File: src/rtl/pfd_pkg.sv
package pfd_pkg;
  typedef enum logic [1:0] {
    DRV_FLOAT = 2'b00,
    DRV_HIGH  = 2'b01,
    DRV_LOW   = 2'b10,
    DRV_BOTH  = 2'b11
  } drive_e;
endpackage

File: src/rtl/pfd_edge_flop.sv
// One side of the detector: armed by a strobe, released by the shared clear,
// with a one-event memory for strobes that land during the hold.
module pfd_edge_flop (
  input  logic clk,
  input  logic rst,
  input  logic set_i,
  input  logic busy_i,
  input  logic clr_i,
  output logic q_o
);
  logic q_q;
  logic pend_q;

  always_ff @(posedge clk) begin
    if (rst) begin
      q_q    <= 1'b0;
      pend_q <= 1'b0;
    end else if (clr_i) begin
      q_q    <= pend_q | set_i;
      pend_q <= 1'b0;
    end else if (busy_i) begin
      if (set_i) pend_q <= 1'b1;
    end else if (set_i) begin
      q_q <= 1'b1;
    end
  end

  assign q_o = q_q;

  // reset empties the flop and its memory
  a_r1_reset_clears: assert property (@(posedge clk) rst |=> (!q_q && !pend_q));
  // a flop only rises because of a strobe or a remembered one
  a_r2_rise_has_cause: assert property (@(posedge clk) disable iff (rst)
    $rose(q_q) |-> ($past(set_i) || $past(pend_q)));
  // a strobe during the hold is remembered
  a_r7_hold_strobe_kept: assert property (@(posedge clk) disable iff (rst)
    (busy_i && set_i && !clr_i) |=> pend_q);
endmodule

File: src/rtl/pfd_abl_timer.sv
// Counts the cycles both sides are armed and issues the shared clear.
module pfd_abl_timer #(
  parameter int CNT_W = 4
) (
  input  logic             clk,
  input  logic             rst,
  input  logic             both_i,
  input  logic [CNT_W-1:0] delay_i,
  output logic             clr_o
);
  localparam logic [CNT_W-1:0] ONE = CNT_W'(1);

  logic [CNT_W-1:0] cnt_q;
  logic [CNT_W-1:0] eff;

  assign eff   = (delay_i == '0) ? ONE : delay_i;
  assign clr_o = both_i && (cnt_q == eff - ONE);

  always_ff @(posedge clk) begin
    if (rst || !both_i || clr_o) cnt_q <= '0;
    else                         cnt_q <= cnt_q + ONE;
  end

  // the hold count never passes the programmed length
  a_r4_cnt_bound: assert property (@(posedge clk) disable iff (rst)
    both_i |-> (cnt_q < eff));
endmodule

File: src/rtl/pfd_antibacklash.sv
module pfd_antibacklash #(
  parameter int DLY_W = 4
) (
  input  logic             clk,
  input  logic             rst,
  input  logic             ref_stb,
  input  logic             fb_stb,
  input  logic [DLY_W-1:0] abl_dly,
  output logic             up,
  output logic             dn,
  output logic [1:0]       drive
);
  import pfd_pkg::*;

  localparam int SIDES = 2;

  logic [SIDES-1:0] set_v;
  logic [SIDES-1:0] q_v;
  logic             both;
  logic             clr;
  drive_e           drv;

  assign set_v = {fb_stb, ref_stb};
  assign both  = &q_v;

  for (genvar s = 0; s < SIDES; s++) begin : g_side
    pfd_edge_flop u_flop (
      .clk    (clk),
      .rst    (rst),
      .set_i  (set_v[s]),
      .busy_i (both),
      .clr_i  (clr),
      .q_o    (q_v[s])
    );
  end

  pfd_abl_timer #(.CNT_W(DLY_W)) u_timer (
    .clk     (clk),
    .rst     (rst),
    .both_i  (both),
    .delay_i (abl_dly),
    .clr_o   (clr)
  );

  always_comb begin
    case (q_v)
      2'b01:   drv = DRV_HIGH;
      2'b10:   drv = DRV_LOW;
      2'b11:   drv = DRV_BOTH;
      default: drv = DRV_FLOAT;
    endcase
  end

  assign up    = q_v[0];
  assign dn    = q_v[1];
  assign drive = drv;

  // the shared clear only ever fires while both sides are armed
  a_r4_clear_only_when_both: assert property (@(posedge clk) disable iff (rst)
    clr |-> (up && dn));
endmodule

File: config.mk
export PLATFORM = sky130hd
export DESIGN_NAME = pfd_antibacklash
export DESIGN_NICKNAME = d
export VERILOG_FILES = /design/src/rtl/pfd_pkg.sv /design/src/rtl/pfd_edge_flop.sv /design/src/rtl/pfd_abl_timer.sv /design/src/rtl/pfd_antibacklash.sv
export SDC_FILE = /design/constraint.sdc
export NUM_CORES = 1
export LEC_CHECK = 0
export CELL_PAD_IN_SITES_DETAIL_PLACEMENT = 1
export CELL_PAD_IN_SITES_GLOBAL_PLACEMENT = 1
export CORE_MARGIN = 2
export CORE_UTILIZATION = 32
export DETAILED_ROUTE_END_ITERATION = 8
export GPL_ROUTABILITY_DRIVEN = 0
export PLACE_DENSITY = 0.7
export SLEW_MARGIN = 5
export SYNTH_ARGS = -nofsm -noshare
export SYNTH_HDL_FRONTEND = slang
export SYNTH_HIERARCHICAL = 1
export SYNTH_SLANG_ARGS = --single-unit
File: constraint.sdc
create_clock -name clk -period 2.1 [get_ports clk]
set_input_delay 0.21 -clock clk [delete_from_list [all_inputs] [get_ports clk]]
set_output_delay 0.21 -clock clk [all_outputs]
set_load 0.1 [all_outputs]
After elaboration in Yosys (flattened, before gate mapping)
Index checks and enable logic that the tools add are counted.

cells by class
  $add $sub $neg = 2
  equality and inequality tests = 5
  mux-type cells = 8
  bitwise operators = 2
  reductions and logical operators = 13

operator list
  operator               count
  $mux W1                6
  $pmux W2 S3            1
  $reduce_and A2 Y1      3
  $reduce_and A3 Y1      2
  $add A4 B1 Y4 const B  1
  $eq A2 B2 Y1 const B   2
  $eq A4 B4 Y1           1
  $logic_not A4 Y1       1
  $mux W4                1
  $reduce_bool A2 Y1     2
  $sub A4 B1 Y4 const B  1
  $eq A2 B1 Y1 const B   1
  $logic_or A1 B1 Y1     2
  $ne A2 B2 Y1 const B   1
  $or A1 B1 Y1           2
  $reduce_or A2 Y1       1
  $logic_and A1 B1 Y1    1
  $logic_not A1 Y1       1

word-level totals
  flip-flop bits (word level) = 8
  bits of input ports = 8
  output and inout bits = 4
  logic and storage cells = 35

Depth between registers and ports, before layout
Gate-level depths: netlist of the first run.

  depth after elaboration = 7
  mapped depth = 9
  gate-level depth less buffers = 9

Modules after synthesis
Netlist of the first run, hierarchy kept.

by module, submodules not included
  module            times used  cells an instance  area an instance (sq um)  seq. area each (sq um)
  pfd_abl_timer     1           35                 289.0                     80.1
  pfd_edge_flop     2           8                  75.1                      40.0
  pfd_antibacklash  1           3                  13.8                      0.0

Least setup slack after synthesis of the first run
No wires, ideal clock.

  kind = register to register
  from = reg g_side[1].u_flop.q_q
  to = reg g_side[0].u_flop.q_q
  library setup time = 0.125 ns
  arrival time = 2.211 ns
  required time = 1.975 ns
  setup slack = -0.236 ns
  cell stages (with the launch flop) = 7
  path buffers = 0
  period minus slack after synthesis = 2.336 ns
  cells stage by stage = dfxtp_1 -> and2_1 -> o2111ai_1 -> a211oi_2 -> and2_1 -> nor3b_1 -> a211oi_1

between the ends
  word-level cells in the longest chain between the ends = 4
  elaborated cells between the ends (all ways) = 6
  classes of those cells = eq/ne: 1; mux: 1; reduce/logical: 4

RTL lines
  what                                                                 line                    text
  start: declaration                                                   pfd_edge_flop.sv:11     logic q_q;
  start signal: assignment                                             pfd_edge_flop.sv:19     q_q <= pend_q | set_i;
  $reduce_and A2 Y1 (*)                                                pfd_antibacklash.sv:24  assign both = &q_v;
  net both                                                             pfd_antibacklash.sv:19  logic both;
  $logic_and A1 B1 Y1 (*)                                              pfd_abl_timer.sv:17     assign clr_o = both_i && (cnt_q == eff - ONE);
  net clr                                                              pfd_antibacklash.sv:20  logic clr;
  $ne A2 B2 Y1 (no line) / $reduce_bool A2 Y1 (equally long branches)  n/a
  $reduce_and A2 Y1 (no line)                                          n/a
  end signal: assignment                                               pfd_edge_flop.sv:19
  end: declaration                                                     pfd_edge_flop.sv:11

The timed path passes the listed nets; every way through them passes the cells marked *.
A chain may end at the register's enable or synchronous reset.

Worst setup path in the final report of the first run
  from = in abl_dly[0]
  to = reg g_side[0].u_flop.q_q

between the ends
  word-level cells in the longest chain between the ends = 7
  elaborated cells between the ends (all ways) = 9
  classes of those cells = add/sub: 1; eq/ne: 2; mux: 2; reduce/logical: 4

RTL lines
  what                                                                 line                    text
  start: declaration                                                   pfd_antibacklash.sv:8   input logic [DLY_W-1:0] abl_dly,
  $logic_not A4 Y1                                                     pfd_abl_timer.sv:16     assign eff = (delay_i == '0) ? ONE : delay_i;
  $mux W4 (*)                                                          pfd_abl_timer.sv:16
  $sub A4 B1 Y4 (*)                                                    pfd_abl_timer.sv:17
  $eq A4 B4 Y1 (*)                                                     pfd_abl_timer.sv:17
  $logic_and A1 B1 Y1 (*)                                              pfd_abl_timer.sv:17
  net clr                                                              pfd_antibacklash.sv:20
  $ne A2 B2 Y1 (no line) / $reduce_bool A2 Y1 (equally long branches)  n/a
  $reduce_and A2 Y1 (no line)                                          n/a

Marked as above.

==> results, run 1 <==
- The number of optimization iterations in the first detailed-route pass is 4.
- The initial antenna violation count is 0.
- The worst-case IR drop observed on VDD is 0.291 mV.
- The endpoint of the worst register-to-register path is g_side[0].u_flop/q_o.
- Along the worst hold path, the cell count comes to 2.
- The power after layout is around 0.41 mW.
- The cell with the most instances after synthesis is dfxtp_1.
- In the final layout, the share of cells above drive strength 1 is 0.403.
- The cell type contributing the most total cell area after synthesis is dfxtp_1.
- Across all hold checks on the routed design, the worst slack comes to roughly 0.53 ns.
- The leakage component of the power is between 0.3 and 0.4 nW.
- The synthesis-to-finish area growth is 59.9%.
- STA classifies the critical path endpoint as a flip-flop.
- The root buffer cell is clkbuf_4.
- The share of synthesized registers carrying an async set or reset is 0.
- The total power per unit cell area is approximately 570 nW/um^2.
- The wire length of the first global-routing pass is roughly 2400 um.
- The path with the worst hold slack has its endpoint at g_side[1].u_flop/pend_q.
- The worst stage delay on the critical path is 0.48 ns.
- After detailed routing, the average wire length per cell comes to ~15 um.
- In this run the tightest slew margin relative to its limit is 0.815.
- The H-tree level count is 1.
- The number of warnings issued by yosys is 6.
- The number of flops mapped to enable cells by yosys is 0.
- The placement row count is 13.
- The commonest cells after synthesis are 8 x dfxtp_1, 5 x a21oi_1, 5 x nor2_1.
- Setup repair after global routing left no endpoint under its margin.
- The number of hold violations in the final report came to 0.
- In the global route stage, overall resource usage came out at 0.182.
- Ranked by total cell area, the synthesized netlist is headed by dfxtp_1 35%, xnor2_1 5.8%, a211oi_2 5.5%.
- The floorplan step defined a die boundary enclosing about 1700 um^2.
- The post-synthesis instance area is approximately 450 um^2.
- After technology mapping, the gate count stands at 54.
- Input and output buffers added on the ports amount to 11.
- Measured along the x axis, the die boundary spans between 40 and 50 um.
- The startpoint kind of the worst setup timing path is an input port.
- For this configuration, the core starts out at a cell density of 0.344.
- The mean cell area of the mapped netlist is about 8.4 um^2.
- The number of buffers created by CTS is 3.
- The flow ran to the end, and the final reports show no timing, DRC or antenna violations.
- Clock skew on the completed layout was measured at between 0.0015 and 0.002 ns.
- The critical hold path startpoint is g_side[1].u_flop/pend_q.
- The tightest min-delay check is of the reg2reg type.
- The share of the synthesized area in the top cell type is 0.354.
- The number of cell instances on the worst register-to-register path is 6.
- The worst register-to-register path has a setup slack of 0.46 ns.
- The arrival time of the worst setup path is 2.01 ns.
- The number of global-route vias before repair is 575.
- The required time of the critical path is 2.23 ns.
- The post-route fraction of the period consumed by the critical path is 0.895.
- The slew at the pin closest to its max-slew limit is ~0.28 ns.
- TritonCTS built the clock tree.
- The HPWL after detailed placement is 952 um.
- The sequential share of the synthesized area is 0.354.
- The unique cell type count in the Yosys netlist is 20.
- In the routed design, unresolved DRC markers number 0.
- The maximum number of buffers from clock root to sink is 2.
- The remaining antenna violation count is 0.
- By startpoint and endpoint, the worst setup path is classified as in2reg.
- The vertical die dimension is approximately 42 um.
- The latest clock arrival within the worst-skew pair is between 0.2 and 0.3 ns.
- The area of the core region is around 1300 um^2.
- After clock tree synthesis, the clock-pin slew on the worst setup and hold paths is ~0.050 ns.
- Counting every sink on the clock net gives 8.
- The clock period could shrink to 1.88 ns.
- The maximum operating frequency is between 500 and 600 MHz.
- The number of inserted diodes is 0.
- The final wirelength is 1400 um.
- The maximum fanout along the worst path is 5.
- Across the run, the number of max-cap violations was 0.
- The final count of pins violating max slew came to 0.
- The count of endpoints failing setup in the final report is 0.
- For this run, the post-layout net count is ~90.
- The critical path goes through clkdlybuf4s50_1 > nor2_1 > ha_2 > xnor2_2 > o2111ai_2 > a211oi_2 > and2_4 > nor3b_4 > a211oi_2.
- The post-synthesis sequential element count is 8.
- After detailed routing, the number of vias per cell comes to 5.13.
- For this block, the via count after detailed routing is 472.
- In this run the critical register-to-register path is launched from g_side[0].u_flop/q_o.
- Counting the fill cells in the layout gives between 150 and 200.
- Pin placement for this block handled 12 I/O pins.
- The number of nets in the synthesized netlist is 64.
- The flip-flop cell with the highest count after synthesis is dfxtp_1.
- The pin count of the biggest net entering global routing is 7.
- The slowest stage of the critical path is the clkdlybuf4s50_1 cell.
- In this design, the critical path's most frequently occurring cell is a211oi_2.
- The detailed router finished its first iteration with 4 violations.
- The overflow left after global routing is 0.
registers in the layout (all words and copies together) (netlist names):
register	cells
g_side.u_flop/pend_q	2
g_side.u_flop/q_o	2
u_timer/cnt_q	4
layout by cell type (no fill, tap or decap), types with 2 or more instances in the layout:
cell type | Yosys | layout
nor2_1 | 5 | 5
dlymetal6s2s_1 | 0 | 3
nand2_1 | 4 | 4
clkbuf_4 | 0 | 3
clkdlybuf4s50_1 | 0 | 4
dfxtp_1 | 8 | 6
a21oi_1 | 5 | 5
a211oi_2 | 2 | 3
xnor2_1 | 3 | 2
dfxtp_2 | 0 | 2
nor3_1 | 4 | 3
nand2b_1 | 3 | 3
buf_4 | 0 | 15
inv_1 | 4 | 4
how the worst max path moves through the flow:
stage                         startpoint              endpoint  slack [ns]  depth (start not counted)
floorplan           g_side[1].u_flop/q_o  g_side[0].u_flop/q_o        0.10                          6
global placement              abl_dly[1]  g_side[1].u_flop/q_o       -0.27                         10
detailed placement            abl_dly[1]  g_side[0].u_flop/q_o       -0.38                         10
CTS                           abl_dly[2]  g_side[1].u_flop/q_o        0.05                         10
global route                  abl_dly[0]  g_side[0].u_flop/q_o        0.08                          9
finish                        abl_dly[0]  g_side[0].u_flop/q_o        0.22                          9
area by class of cell:
cell class | instances | area, um^2 | share of cell area
Clock buffer | 3 | 22.5 | 0.0311
Inverter | 4 | 15.0 | 0.0207
Multi-Input combinational cell | 40 | 315 | 0.435
Sequential cell | 8 | 163 | 0.225
Tap cell | 15 | 18.8 | 0.0259
Timing Repair Buffer | 22 | 190 | 0.263
routing by layer:
layer,wire length (um),vias to the layer above,share of wire,GRT usage
met1,526,225,0.38,0.179
met2,814,8,0.58,0.341
li1,-,237,-,-
met5,0,-,0,0
met3,42,2,0.030,0.0435
met4,12,0,0.0086,0.103
stage by stage:
stage / cell area [um^2] / std cells / util / setup WS [ns] / TNS (ns)
global route: 724 / 92 / 0.550 / 0.0785 / 0
CTS: 682 / 91 / 0.518 / 0.0464 / 0
detailed placement: 634 / 87 / 0.481 / -0.378 / -1.47
floorplan: 455 / 54 / - / 0.100 / 0
finish: 724 / 92 / 0.550 / 0.220 / 0
global placement: 634 / 87 / 0.481 / -0.267 / -0.842
critical path: cells and delay by family:
| family | cells | cell delay [ns] |
|---|---|---|
| simple gates | 3 | 0.46 |
| fa+ha+maj | 1 | 0.20 |
| xor+xnor | 1 | 0.19 |
| compound gates | 3 | 0.45 |
| buf+inv | 1 | 0.48 |
where the power goes:
| group | total (mW) | internal [mW] | switching [mW] |
|---|---|---|---|
| clock | 0.116 | 0.0653 | 0.0505 |
| sequential | 0.164 | 0.158 | 0.00589 |
| combinational | 0.130 | 0.0478 | 0.0824 |
cells by family after synthesis:
logic type	after synthesis	share of synthesized area
fa+ha+maj	2	0.0552
simple gates	21	0.232
buf+inv	6	0.0497
xor+xnor	4	0.0774
flops	8	0.354
compound gates	13	0.232
timing repair:
action	CTS	global route
pin swaps	2	5
cloned	0	0
gates resized for setup	4	8
buffers inserted	1	1
setup endpoints to repair	4	4
hold buffers	0	0
Note: power is estimated with default switching activity, not from simulation.
==> run 2, diff against run 1 <==
--- a/config.mk
+++ b/config.mk
@@ -8,10 +8,11 @@
 export CELL_PAD_IN_SITES_DETAIL_PLACEMENT = 1
 export CELL_PAD_IN_SITES_GLOBAL_PLACEMENT = 1
 export CORE_MARGIN = 2
-export CORE_UTILIZATION = 32
+export CORE_UTILIZATION = 27
+export CTS_CLUSTER_SIZE = 8
 export DETAILED_ROUTE_END_ITERATION = 8
 export GPL_ROUTABILITY_DRIVEN = 0
-export PLACE_DENSITY = 0.7
+export PLACE_DENSITY = 0.6
 export SLEW_MARGIN = 5
 export SYNTH_ARGS = -nofsm -noshare
 export SYNTH_HDL_FRONTEND = slang
==> run 2 against run 1 <==
- fmax decreased by 4.0%
- sequential power about the same
- highest routed layer unchanged
- via count decreased by 1.7%
- combinational power is essentially flat
- flip-flop and latch count is the same
- first-iteration DRC count is 25% higher
- sequential share of layout area increased by 0.84 points
==> results, run 2 (synthesis results as in run 1) <==
- The area of the core region is 1540 um^2 (+17%).
- The width of the die came to 45.0 um (+8.0%).
- The count of cells along the worst hold path is 2 (unchanged).
- The number of optimization iterations in the first detailed-route pass is 4 (unchanged).
- The clock-pin slew reported for the worst setup and hold paths after clock tree synthesis is 0.05 ns (about the same).
- The worst register-to-register path begins at g_side[0].u_flop/q_o.
- The final wirelength is 1200 um (-14%).
- The power dissipated by switching net loads is 0.136 mW (-1.8%).
- The cell sitting at the root of the clock tree is a clkbuf_4.
- The worst stage delay on the critical path was 0.43 ns (-0.05 ns).
- The area growth from synthesis to layout is 54.1%.
- The count of endpoints failing setup in the final report is 0 (unchanged).
- The most common library cell in the layout ignoring fill and taps is buf_4.
- The post-CTS setup repair buffer count is 0 (-1).
- The critical path is of the in2reg type.
- The run finished with clean final reports.
- The share of cells above drive strength 1 is 0.360 (-0.0426).
- The total instance count after detailed placement is 88 (+1.1%).
- The leakage component of the power is 0.294 nW (-7.4%).
- The number of maximum-capacitance violations is 0 (unchanged).
- The initial antenna violation count came to 0 (unchanged).
- The residual DRC count came to 0 (unchanged).
- The number of global-route vias before repair is 472 (-18%).
- The startpoint kind of the worst setup timing path is an input port.
- The HPWL after detailed placement came to 926 um (-2.7%).
- The arrival time of the worst setup path was 2.09 ns (+0.08 ns).
- The post-layout minimum cycle time is 1.96 ns (+0.0782 ns).
- The latest clock arrival within the worst-skew pair is 0.25 ns (about the same).
- The smallest setup slack after layout is 0.142 ns (-0.0782 ns).
- The H-tree level count is 1 (unchanged).
- The type of destination of the critical path is a flip-flop.
- The required time of the critical path is 2.23 ns (about the same).
- The number of inserted diodes is 0 (unchanged).
- The worst-case register-to-register setup slack is 0.57 ns (+0.11 ns).
- The wire length of the first global-routing pass was 1970 um (-17%).
- The area enclosed by the die boundary came to 2020 um^2 (+17%).
- The number of buffer and inverter instances along the worst setup path is 1 (unchanged).
- The number of nets in the final layout came to 87 (-2.2%).
- The overall track demand over capacity in global routing is 0.133 (-0.0487).
- The count of hold buffers inserted by post-cts repair is 0 (unchanged).
- The number of ports placed on the die boundary is 12 (unchanged).
- The flip-flop count of the largest register after layout is 4 (unchanged).
- The fraction of power spent switching nets came to 0.336 (-0.00290).
- The clock skew after layout is 0.00194 ns (+0.0000886 ns).
- The remaining antenna violation count is 0 (unchanged).
- The slew at the pin closest to its max-slew limit was 0.256 ns (-0.0236 ns).
- The placement row count was 14 (+1).
- The starting density of the core is 0.294 (-0.0499).
- The routed wire length per instance was 13.1 um (-13%).
- The internal cell power is 0.270 mW (-0.51%).
- The clock group share of total power is 0.286 (+0.004).
- In the layout the commonest cells are 13 x buf_4, 6 x dfxtp_1, 5 x nor2_1, 5 x a21oi_1, 5 x clkdlybuf4s50_1.
- The minimum hold slack is 0.526 ns (-0.00438 ns).
- The slowest stage of the critical path is the clkdlybuf4s50_1 cell.
- Walking the worst path, the cells encountered are clkdlybuf4s50_1 > nor3_2 > nor2_1 > ha_2 > xnor2_2 > o2111ai_2 > a211oi_2 > and2_4 > nor3b_1 > a211oi_1.
- The proportion of power drawn by flip-flops and latches is 0.403 (+0.003).
- The pin count of the biggest net entering global routing is 7 (unchanged).
- The vertical die dimension is 45.0 um (+8.0%).
- The final count of pins violating max slew was 0 (unchanged).
- The post-route fraction of the period consumed by the critical path was 0.932 (+0.0372).
- The worst voltage drop across the vdd grid came to 0.316 mV (+8.9%).
- The number of inserted filler cells in the final layout is 192 (+24%).
- Grouping stages by cell kind, the critical path spends the most delay in simple AND/OR/NAND/NOR gates.
- The total power per unit cell area is 582 nW/um^2 (+2.8%).
- The maximum number of buffers from clock root to sink is 2 (unchanged).
- The startpoint identified for the worst hold timing path is g_side[1].u_flop/pend_q.
- The hold-critical path endpoint is g_side[1].u_flop/pend_q.
- The register name with the most flops is u_timer/cnt_q.
- The endpoint identified for the worst register-to-register timing path is g_side[1].u_flop/q_o.
- The overflow left after global routing is 0 (unchanged).
- The number of buffers created by CTS is 3 (unchanged).
- The number of cell instances on the worst register-to-register path is 6 (unchanged).
- The multi-input gate area in the final layout is 305 um^2 (-3.2%).
- The proportion of power drawn by combinational gates came to 0.312 (-0.006).
- The number of hold violations in the final report is 0 (unchanged).
- The maximum fanout along the worst path is 5 (unchanged).
- The relative slew slack is 0.828 (+0.0129).
- The total number of clock tree sinks is 8 (unchanged).
- The number of I/O port buffers came to 11 (unchanged).
- The number of DRC markers in iteration 0 is 5 (+1).
- The final non-filler cell total is 91 (-1.1%).
- The post-placement setup slack is -0.308 ns (+0.0699 ns).
- The maximum operating frequency is 511 MHz (-4.0%).
- TritonCTS built the clock tree.
- The tightest min-delay check is of the reg2reg type.
- The final core utilization is 0.453 (-0.0969).
- The total via count in the routed design is 464 (-1.7%).
- The area occupied by registers was 163 um^2 (unchanged).
- The vias per cell was 5.10 (-0.61%).
-- run 2: cell count changes in the layout (fill, tap and decap cells not counted), sizes merged --
cell and change:
dlymetal6s2s -1, buf -2, clkdlybuf4s50 +1
-- run 2: per-layer routing --
layer	up-vias	global-route usage	share of wire
met1	223	0.156	0.45
met5	-	0	0
met2	5	0.229	0.51
met3	2	0.0240	0.033
li1	234	-	-
met4	0	0.0706	0.0092
-- run 2: what timing repair did --
item	4_1_cts	5_1_grt
pin swaps	0	5
endpoints found under the setup margin	2	4
resized for setup	2	7
hold endpoints to repair	0	0
-- run 2: worst max-delay path by stage --
stage                                       to  cells past startpoint                  from
after global routing      g_side[0].u_flop/q_o                     10            abl_dly[1]
after detailed placement  g_side[0].u_flop/q_o                     10            abl_dly[1]
final                     g_side[1].u_flop/q_o                     10            abl_dly[1]
after global placement    g_side[0].u_flop/q_o                     10            abl_dly[1]
after floorplan           g_side[0].u_flop/q_o                      6  g_side[1].u_flop/q_o
after CTS                 g_side[0].u_flop/q_o                     10            abl_dly[1]
-- run 2: layout make-up --
type,instances,area share
inverters,4,0.0215
repair buffers,20,0.247
clock buffers,3,0.0323
flip-flops and latches,8,0.233
well taps,16,0.0287
multi-input cells,40,0.437
-- run 2: per-stage QoR --
| step | TNS (ns) | area (um^2) | power, mW |
|---|---|---|---|
| floorplan | 0 | 455 | 0.242 |
| global placement | -0.792 | 636 | 0.288 |
| detailed placement | -1.12 | 636 | 0.288 |
| CTS | 0 | 666 | 0.409 |
| global route | -0.0316 | 698 | 0.429 |
| finish | 0 | 698 | 0.406 |
-- run 2: power by group through the flow --
stage	registers (mW)	logic (mW)	clock network, mW
2_1_floorplan	0.189	0.0528	0
3_5_place_dp	0.166	0.122	0
6_report	0.164	0.127	0.116
5_1_grt	0.164	0.134	0.131
3_3_place_gp	0.166	0.122	0
4_1_cts	0.163	0.123	0.122
-- run 2: worst min-delay path: stages (launching register included) --
cell	delay, ns
dfxtp_1	0.31
a21oi_1	0.11
nor3_1	0.06
